**config.mk**
```make
export PLATFORM = sky130hd
export DESIGN_NAME = spike_window_encoder
export DESIGN_NICKNAME = d
export VERILOG_FILES = /design/src/rtl/swe_pkg.sv /design/src/rtl/swe_ctrl.sv /design/src/rtl/swe_zero_bank.sv /design/src/rtl/swe_fire.sv /design/src/rtl/spike_window_encoder.sv
export SDC_FILE = /design/constraint.sdc
export NUM_CORES = 2
export LEC_CHECK = 0
export ABC_AREA = 1
export BUFFER_PORTS_ARGS = -buffer_cell sky130_fd_sc_hd__buf_4
export CAP_MARGIN = 25
export CORE_MARGIN = 5
export CORE_UTILIZATION = 60
export DETAILED_ROUTE_END_ITERATION = 8
export PLACE_DENSITY = 0.76
export SKIP_CTS_REPAIR_TIMING = 1
export SYNTH_ARGS = -nofsm -noshare
export SYNTH_HDL_FRONTEND = slang
export SYNTH_SLANG_ARGS = --single-unit
```
**constraint.sdc**
```tcl
create_clock -name clk -period 2.4 [get_ports clk]
set_clock_uncertainty 0.15 [all_clocks]
set_input_delay 0.12 -clock clk [delete_from_list [all_inputs] [get_ports clk]]
set_output_delay 0.12 -clock clk [all_outputs]
set_load 0.01 [all_outputs]
```
**src/rtl/swe_pkg.sv**
```systemverilog
// Shared definitions for the single-spike window encoder.
// Assumes nothing beyond integer parameters.
package swe_pkg;

    // Frame phases of the encoder
    typedef enum logic [1:0] {
        PH_IDLE = 2'd0,
        PH_LOAD = 2'd1,
        PH_FIRE = 2'd2
    } phase_t;

    // Integer ceiling division for positive operands
    function automatic int ceil_div(input int num, input int den);
        return (num + den - 1) / den;
    endfunction

endpackage

```
**src/rtl/swe_ctrl.sv**
```systemverilog
// Frame sequencer: tracks the raster position of incoming pixels,
// then runs the firing step counter and emits the done pulse.
// Assumes pixels arrive in raster order, IMG_W per row.
module swe_ctrl #(
    parameter int IMG_W  = 28,
    parameter int STEPS  = 9,
    parameter int RW     = 5,
    parameter int SW     = 4
) (
    input  logic          clk,
    input  logic          rst_n,
    input  logic          start,
    input  logic          pix_valid,
    output logic          clear,
    output logic          accept,
    output logic [RW-1:0] row,
    output logic [RW-1:0] col,
    output logic          firing,
    output logic [SW-1:0] step,
    output logic          done
);
    import swe_pkg::*;

    phase_t phase;
    logic   last_pix;

    // Strobes derived from the current phase
    always_comb begin
        clear    = (phase == PH_IDLE) && start;
        accept   = (phase == PH_LOAD) && pix_valid;
        firing   = (phase == PH_FIRE);
        last_pix = (int'(row) == IMG_W - 1) && (int'(col) == IMG_W - 1);
    end

    // Phase, raster position, step counter and done pulse
    always_ff @(posedge clk) begin
        if (!rst_n) begin
            phase <= PH_IDLE;
            row   <= '0;
            col   <= '0;
            step  <= '0;
            done  <= 1'b0;
        end else begin
            done <= 1'b0;
            case (phase)
                PH_IDLE: begin
                    if (start) begin
                        phase <= PH_LOAD;
                        row   <= '0;
                        col   <= '0;
                    end
                end
                PH_LOAD: begin
                    if (pix_valid) begin
                        if (last_pix) begin
                            phase <= PH_FIRE;
                            step  <= '0;
                        end else if (int'(col) == IMG_W - 1) begin
                            col <= '0;
                            row <= row + 1'b1;
                        end else begin
                            col <= col + 1'b1;
                        end
                    end
                end
                PH_FIRE: begin
                    if (int'(step) == STEPS) begin
                        phase <= PH_IDLE;
                        done  <= 1'b1;
                    end else begin
                        step <= step + 1'b1;
                    end
                end
                default: phase <= PH_IDLE;
            endcase
        end
    end

    AST_STEP_RANGE: assert property (@(posedge clk) disable iff (!rst_n)
        firing |-> (int'(step) <= STEPS));
    AST_DONE_PULSE: assert property (@(posedge clk) disable iff (!rst_n)
        done |=> !done);
    AST_DONE_AFTER_LAST: assert property (@(posedge clk) disable iff (!rst_n)
        firing && (int'(step) == STEPS) |=> done && !firing);
    AST_LOAD_HOLD: assert property (@(posedge clk) disable iff (!rst_n)
        (phase == PH_LOAD) && !pix_valid |=> $stable(row) && $stable(col));
    AST_START_IGNORED: assert property (@(posedge clk) disable iff (!rst_n)
        firing && start && (int'(step) != STEPS) |=> firing);

endmodule

```
**src/rtl/swe_zero_bank.sv**
```systemverilog
// Bank of per-neuron zero counters. Every accepted pixel bit that is 0
// increments each window covering its position. Window cells outside
// the image are preloaded as zeros on clear.
// Assumes row/col give the position of the accepted pixel.
module swe_zero_bank #(
    parameter int IMG_W  = 28,
    parameter int WIN    = 3,
    parameter int STRIDE = 2,
    parameter int NPOS   = 13,
    parameter int RW     = 5,
    parameter int DW     = 4
) (
    input  logic                       clk,
    input  logic                       rst_n,
    input  logic                       clear,
    input  logic                       accept,
    input  logic                       pix_bit,
    input  logic [RW-1:0]              row,
    input  logic [RW-1:0]              col,
    output logic [NPOS*NPOS-1:0][DW-1:0] delays
);
    localparam int AREA = WIN * WIN;

    for (genvar gi = 0; gi < NPOS; gi++) begin : g_row
        for (genvar gj = 0; gj < NPOS; gj++) begin : g_col
            localparam int R0   = gi * STRIDE;
            localparam int C0   = gj * STRIDE;
            localparam int RIN  = (R0 + WIN > IMG_W) ? (IMG_W - R0) : WIN;
            localparam int CIN  = (C0 + WIN > IMG_W) ? (IMG_W - C0) : WIN;
            localparam int PAD  = AREA - RIN * CIN;
            localparam int IDX  = gi * NPOS + gj;

            logic hit;

            // Does the accepted pixel fall inside this window
            always_comb begin
                hit = (int'(row) >= R0) && (int'(row) < R0 + WIN) &&
                      (int'(col) >= C0) && (int'(col) < C0 + WIN);
            end

            // Zero counter for this neuron
            always_ff @(posedge clk) begin
                if (!rst_n) begin
                    delays[IDX] <= '0;
                end else if (clear) begin
                    delays[IDX] <= DW'(PAD);
                end else if (accept && hit && !pix_bit) begin
                    delays[IDX] <= delays[IDX] + 1'b1;
                end
            end

            AST_COUNT_BOUND: assert property (@(posedge clk) disable iff (!rst_n)
                int'(delays[IDX]) <= AREA);
        end
    end

endmodule

```
**src/rtl/swe_fire.sv**
```systemverilog
// Spike comparator: during the firing phase a neuron's bit is high
// only while the step counter equals its stored delay.
// Assumes step and delays share one width.
module swe_fire #(
    parameter int M  = 169,
    parameter int DW = 4
) (
    input  logic                clk,
    input  logic                rst_n,
    input  logic                firing,
    input  logic [DW-1:0]       step,
    input  logic [M-1:0][DW-1:0] delays,
    output logic [M-1:0]        spikes
);
    for (genvar gm = 0; gm < M; gm++) begin : g_nrn
        // Match of the running step against this neuron's delay
        always_comb begin
            spikes[gm] = firing && (step == delays[gm]);
        end

        AST_FIRE_ONCE: assert property (@(posedge clk) disable iff (!rst_n)
            spikes[gm] |=> !spikes[gm]);
    end

endmodule

```
**src/rtl/spike_window_encoder.sv**
```systemverilog
// Top of the single-spike window encoder: binarizes the pixel stream,
// accumulates zero counts per strided window, then fires one spike per
// neuron at the step equal to its count, followed by a done pulse.
// Assumes a raster pixel stream of IMG_W x IMG_W after each start.
module spike_window_encoder #(
    parameter int IMG_W  = 28,
    parameter int WIN    = 3,
    parameter int STRIDE = 2,
    parameter int PIX_W  = 8,
    localparam int NPOS  = swe_pkg::ceil_div(IMG_W - WIN + 1, STRIDE),
    localparam int M     = NPOS * NPOS
) (
    input  logic             clk,
    input  logic             rst_n,
    input  logic             start,
    input  logic             pix_valid,
    input  logic [PIX_W-1:0] pix_data,
    input  logic [PIX_W-1:0] threshold,
    output logic [M-1:0]     spikes,
    output logic             frame_done
);
    localparam int STEPS = WIN * WIN;
    localparam int DW    = $clog2(STEPS + 1);
    localparam int RW    = $clog2(IMG_W);

    logic                clear;
    logic                accept;
    logic                firing;
    logic                pix_bit;
    logic [RW-1:0]       row;
    logic [RW-1:0]       col;
    logic [DW-1:0]       step;
    logic [M-1:0][DW-1:0] delays;

    // Threshold binarization of the incoming pixel
    always_comb begin
        pix_bit = (pix_data >= threshold);
    end

    swe_ctrl #(
        .IMG_W (IMG_W),
        .STEPS (STEPS),
        .RW    (RW),
        .SW    (DW)
    ) u_ctrl (
        .clk       (clk),
        .rst_n     (rst_n),
        .start     (start),
        .pix_valid (pix_valid),
        .clear     (clear),
        .accept    (accept),
        .row       (row),
        .col       (col),
        .firing    (firing),
        .step      (step),
        .done      (frame_done)
    );

    swe_zero_bank #(
        .IMG_W  (IMG_W),
        .WIN    (WIN),
        .STRIDE (STRIDE),
        .NPOS   (NPOS),
        .RW     (RW),
        .DW     (DW)
    ) u_bank (
        .clk     (clk),
        .rst_n   (rst_n),
        .clear   (clear),
        .accept  (accept),
        .pix_bit (pix_bit),
        .row     (row),
        .col     (col),
        .delays  (delays)
    );

    swe_fire #(
        .M  (M),
        .DW (DW)
    ) u_fire (
        .clk    (clk),
        .rst_n  (rst_n),
        .firing (firing),
        .step   (step),
        .delays (delays),
        .spikes (spikes)
    );

    AST_DONE_QUIET: assert property (@(posedge clk) disable iff (!rst_n)
        frame_done |-> (spikes == '0));
    AST_IDLE_QUIET: assert property (@(posedge clk) disable iff (!rst_n)
        !firing |-> (spikes == '0));

endmodule

```
==> qor.csv <==
metric;value;unit
status;finished, violations left;
failing checks;setup timing;
P_int;20.5;mW
largest net degree at the start of global routing;125;
unrepaired setup endpoints after global routing;yes;
Fin. Hold Viols;0;
Tot Pwr;28.7;mW
Wirelength per Cell;20.2;um
Clock Latency Late Sink;0.64;ns
hold-critical path depth;10;
register clock-pin slew on the reported worst setup and hold paths;0.06;ns
Final TNS setup;-31.32;ns
crit path kind;reg2out;
gr usage total;33.2;%
row count;98;
Post-synth EDFFs;0;
Synth top cells by count;1157 x nand2_1, 706 x a21oi_1, 693 x dfxtp_1, 647 x nand3_1, 555 x nor2_1;
CTS tree;done;
Worst Path Max Fanout;8;
f_max;363;MHz
Final period util;115;%
Core ar.;0.0712;mm^2
# setup viols final;196;
combinational share of power;16.3;%
Synth top area share;32.3;%
Seq pwr share;40.3;%
Ys Warns;0;
area leader, netlist;dfxtp_1;
Mapped Cells;6117;
Congestion Overflow GR;0;
Seq cells post-synth;693;
MaxCap Viol Count;0;
Slew headroom;54.3;%
crit path time final;2.75;ns
R2R cell count;8;
critical path cell sequence;inv_4, nor2_4, clkinv_8, buf_12, buf_16, buf_12, a21oi_4, o2111ai_2, a211oi_2, buf_4;
number of I/O port buffers;189;
Max Root-Sink Buffers;3;
CP dominant cell by count;buf_12;
CTS sink cnt;693;
CP endpoint kind;output pin;
Peak VDD IR;513;uV
fin nets;6678;
async set-reset flop share out of synthesis;0;%
required time worst endpoint;2.13;ns
H-Tree Depth;3;
Post-DP HPWL;90900;um
syn_nets;6320;
Antenna Nets Post-Route;0;
layout cells sized above 1;17.9;%
total CTS buffers;78;
dominant cells by area after synthesis;dfxtp_1 32%, nand2_1 10%, a21oi_1 8.2%;
number of antenna violations at the first check in global routing;4;
die extent in y;277;um
count of cell types in the netlist;46;
Die Wd;277;um
leak pwr;19.7;nW
PnR worst setup slack;-0.352;ns
DR iter-0 viols;5169;
vias in the first global route;40600;
CP Buf/Inv Count;6;
DIE AREA;0.0770;mm^2
Vias;46400;
Avg Cell Area, Syn;7.02;um^2
Remaining DRCs;0;
CP peak stage delay;0.35;ns
GPL Wtd Cong;1.02;
initial core utilization;60.2;%
Hold Crit Class;in2reg;
Via density;6.20;
io pins;190;
Routed WL;152000;um
DRT Pass-1 Iters;8;
Core Util, Final;75.3;%
most numerous cell in the Yosys netlist;nand2_1;
pwr/cell area;536;mW/mm^2
sequential share of the synthesized area;32.3;%
top_reg_cell synth;dfxtp_1;
WP depth;10;
first-pass GRT wire length;214000;um
Synth Cell Area;0.0429;mm^2
Tightest Pin Transition;0.681;ns
CTS Root Cell;clkbuf_16;
Critical Path Start Type;flip-flop;
CP max-delay cell;dfxtp_2;
Sw Ratio;28.5;%
Area growth, synth to finish;25.0;%
CP arrival;2.48;ns
CP top delay family;buffers and inverters;
Clk network pwr share;43.4;%
max-slew violations;0;
Sw Pwr;8.19;mW
-- worst min-delay path: cells and delay by family --
kind	cells	cell delay [ns]
AO/OA/AOI/OAI	1	0.05
adder cells (fa/ha/maj)	1	0.13
AND/OR/NAND/NOR	5	0.29
buffers and inverters	3	0.32
-- through the flow --
stage	hold WS, ns	instances	worst slack [ns]	area (um^2)
after floorplan	0.0907	6117	0.285	42900
after global placement	0.288	7216	0.0497	47200
after detailed placement	0.289	7216	0.00108	47200
after CTS	-0.384	7352	-0.577	49800
after global routing	0.238	7481	-0.429	53600
final	0.166	7485	-0.352	53600
-- area by class of cell --
cell class	instances	area (um^2)
multi-input combinational	4676	27700
fill	5289	17600
sequential	693	13900
timing repair buffer	630	6630
clock buffer	114	2370
inverter	392	1530
tap	950	1190
clock inverter	22	253
timing repair inverter	4	40.0
antenna	4	10.0
-- state kept, by name, summed over array words and instances (netlist names) --
name           count
u_ctrl.done        1
u_ctrl.phase       2
u_ctrl.row         5
u_ctrl.step        4
u_bank.delays    676
u_ctrl.col         5
-- power groups by stage --
stage / combinational, mW / clock [mW] / sequential (mW)
after detailed placement: 3.68 / 0 / 11.8
after floorplan: 2.13 / 0 / 11.8
after CTS: 3.70 / 12.5 / 11.6
after global routing: 4.84 / 13.0 / 11.6
after global placement: 3.65 / 0 / 11.8
final: 4.68 / 12.5 / 11.6
-- cells in the final DEF, fill, tap and decap left out, types with 18 or more instances in the layout --
cell type	n
a2111oi_4	27
a211oi_1	28
a211oi_2	76
a21oi_1	662
a21oi_2	35
buf_12	77
buf_4	463
buf_6	34
clkbuf_16	108
clkbuf_8	20
dfxtp_1	687
ha_1	183
inv_1	360
inv_2	23
nand2_1	1147
nand2_2	22
nand3_1	647
nand3_2	18
nand3b_1	24
nand4_1	82
nor2_1	554
nor2_2	58
nor3_1	56
nor3_2	28
o2111ai_1	101
o2111ai_2	23
o21ai_0	192
o22ai_1	152
or2_2	24
xnor2_1	156
xor2_1	283
-- path summary, 6_finish.rpt --
path | slack [ns] | from | end
setup / recovery | -0.35 | u_ctrl.phase[1] | spikes[163]
hold / removal | 0.17 | pix_data[3] | u_bank.delays[486]
setup reg to reg | -0.10 | u_ctrl.row[4] | u_bank.delays[547]
hold reg to reg | 0.31 | u_bank.delays[423] | u_bank.delays[423]
-- logic make-up after synthesis --
logic type / synth area share (%)
simple gates: 27.8
fa+ha+maj: 5.34
xor+xnor: 9.33
flops: 32.3
buf+inv: 7.00
compound gates: 18.2
-- routing by layer --
layer / track usage, % / vias to the layer above / wire length [um]
li1: - / 21700 / -
met1: 44.1 / 21700 / 58400
met2: 54.2 / 2442 / 67800
met3: 5.29 / 567 / 16500
met4: 14.0 / 2 / 8770
met5: 0 / - / 9
(Power assumes the default switching activity.)
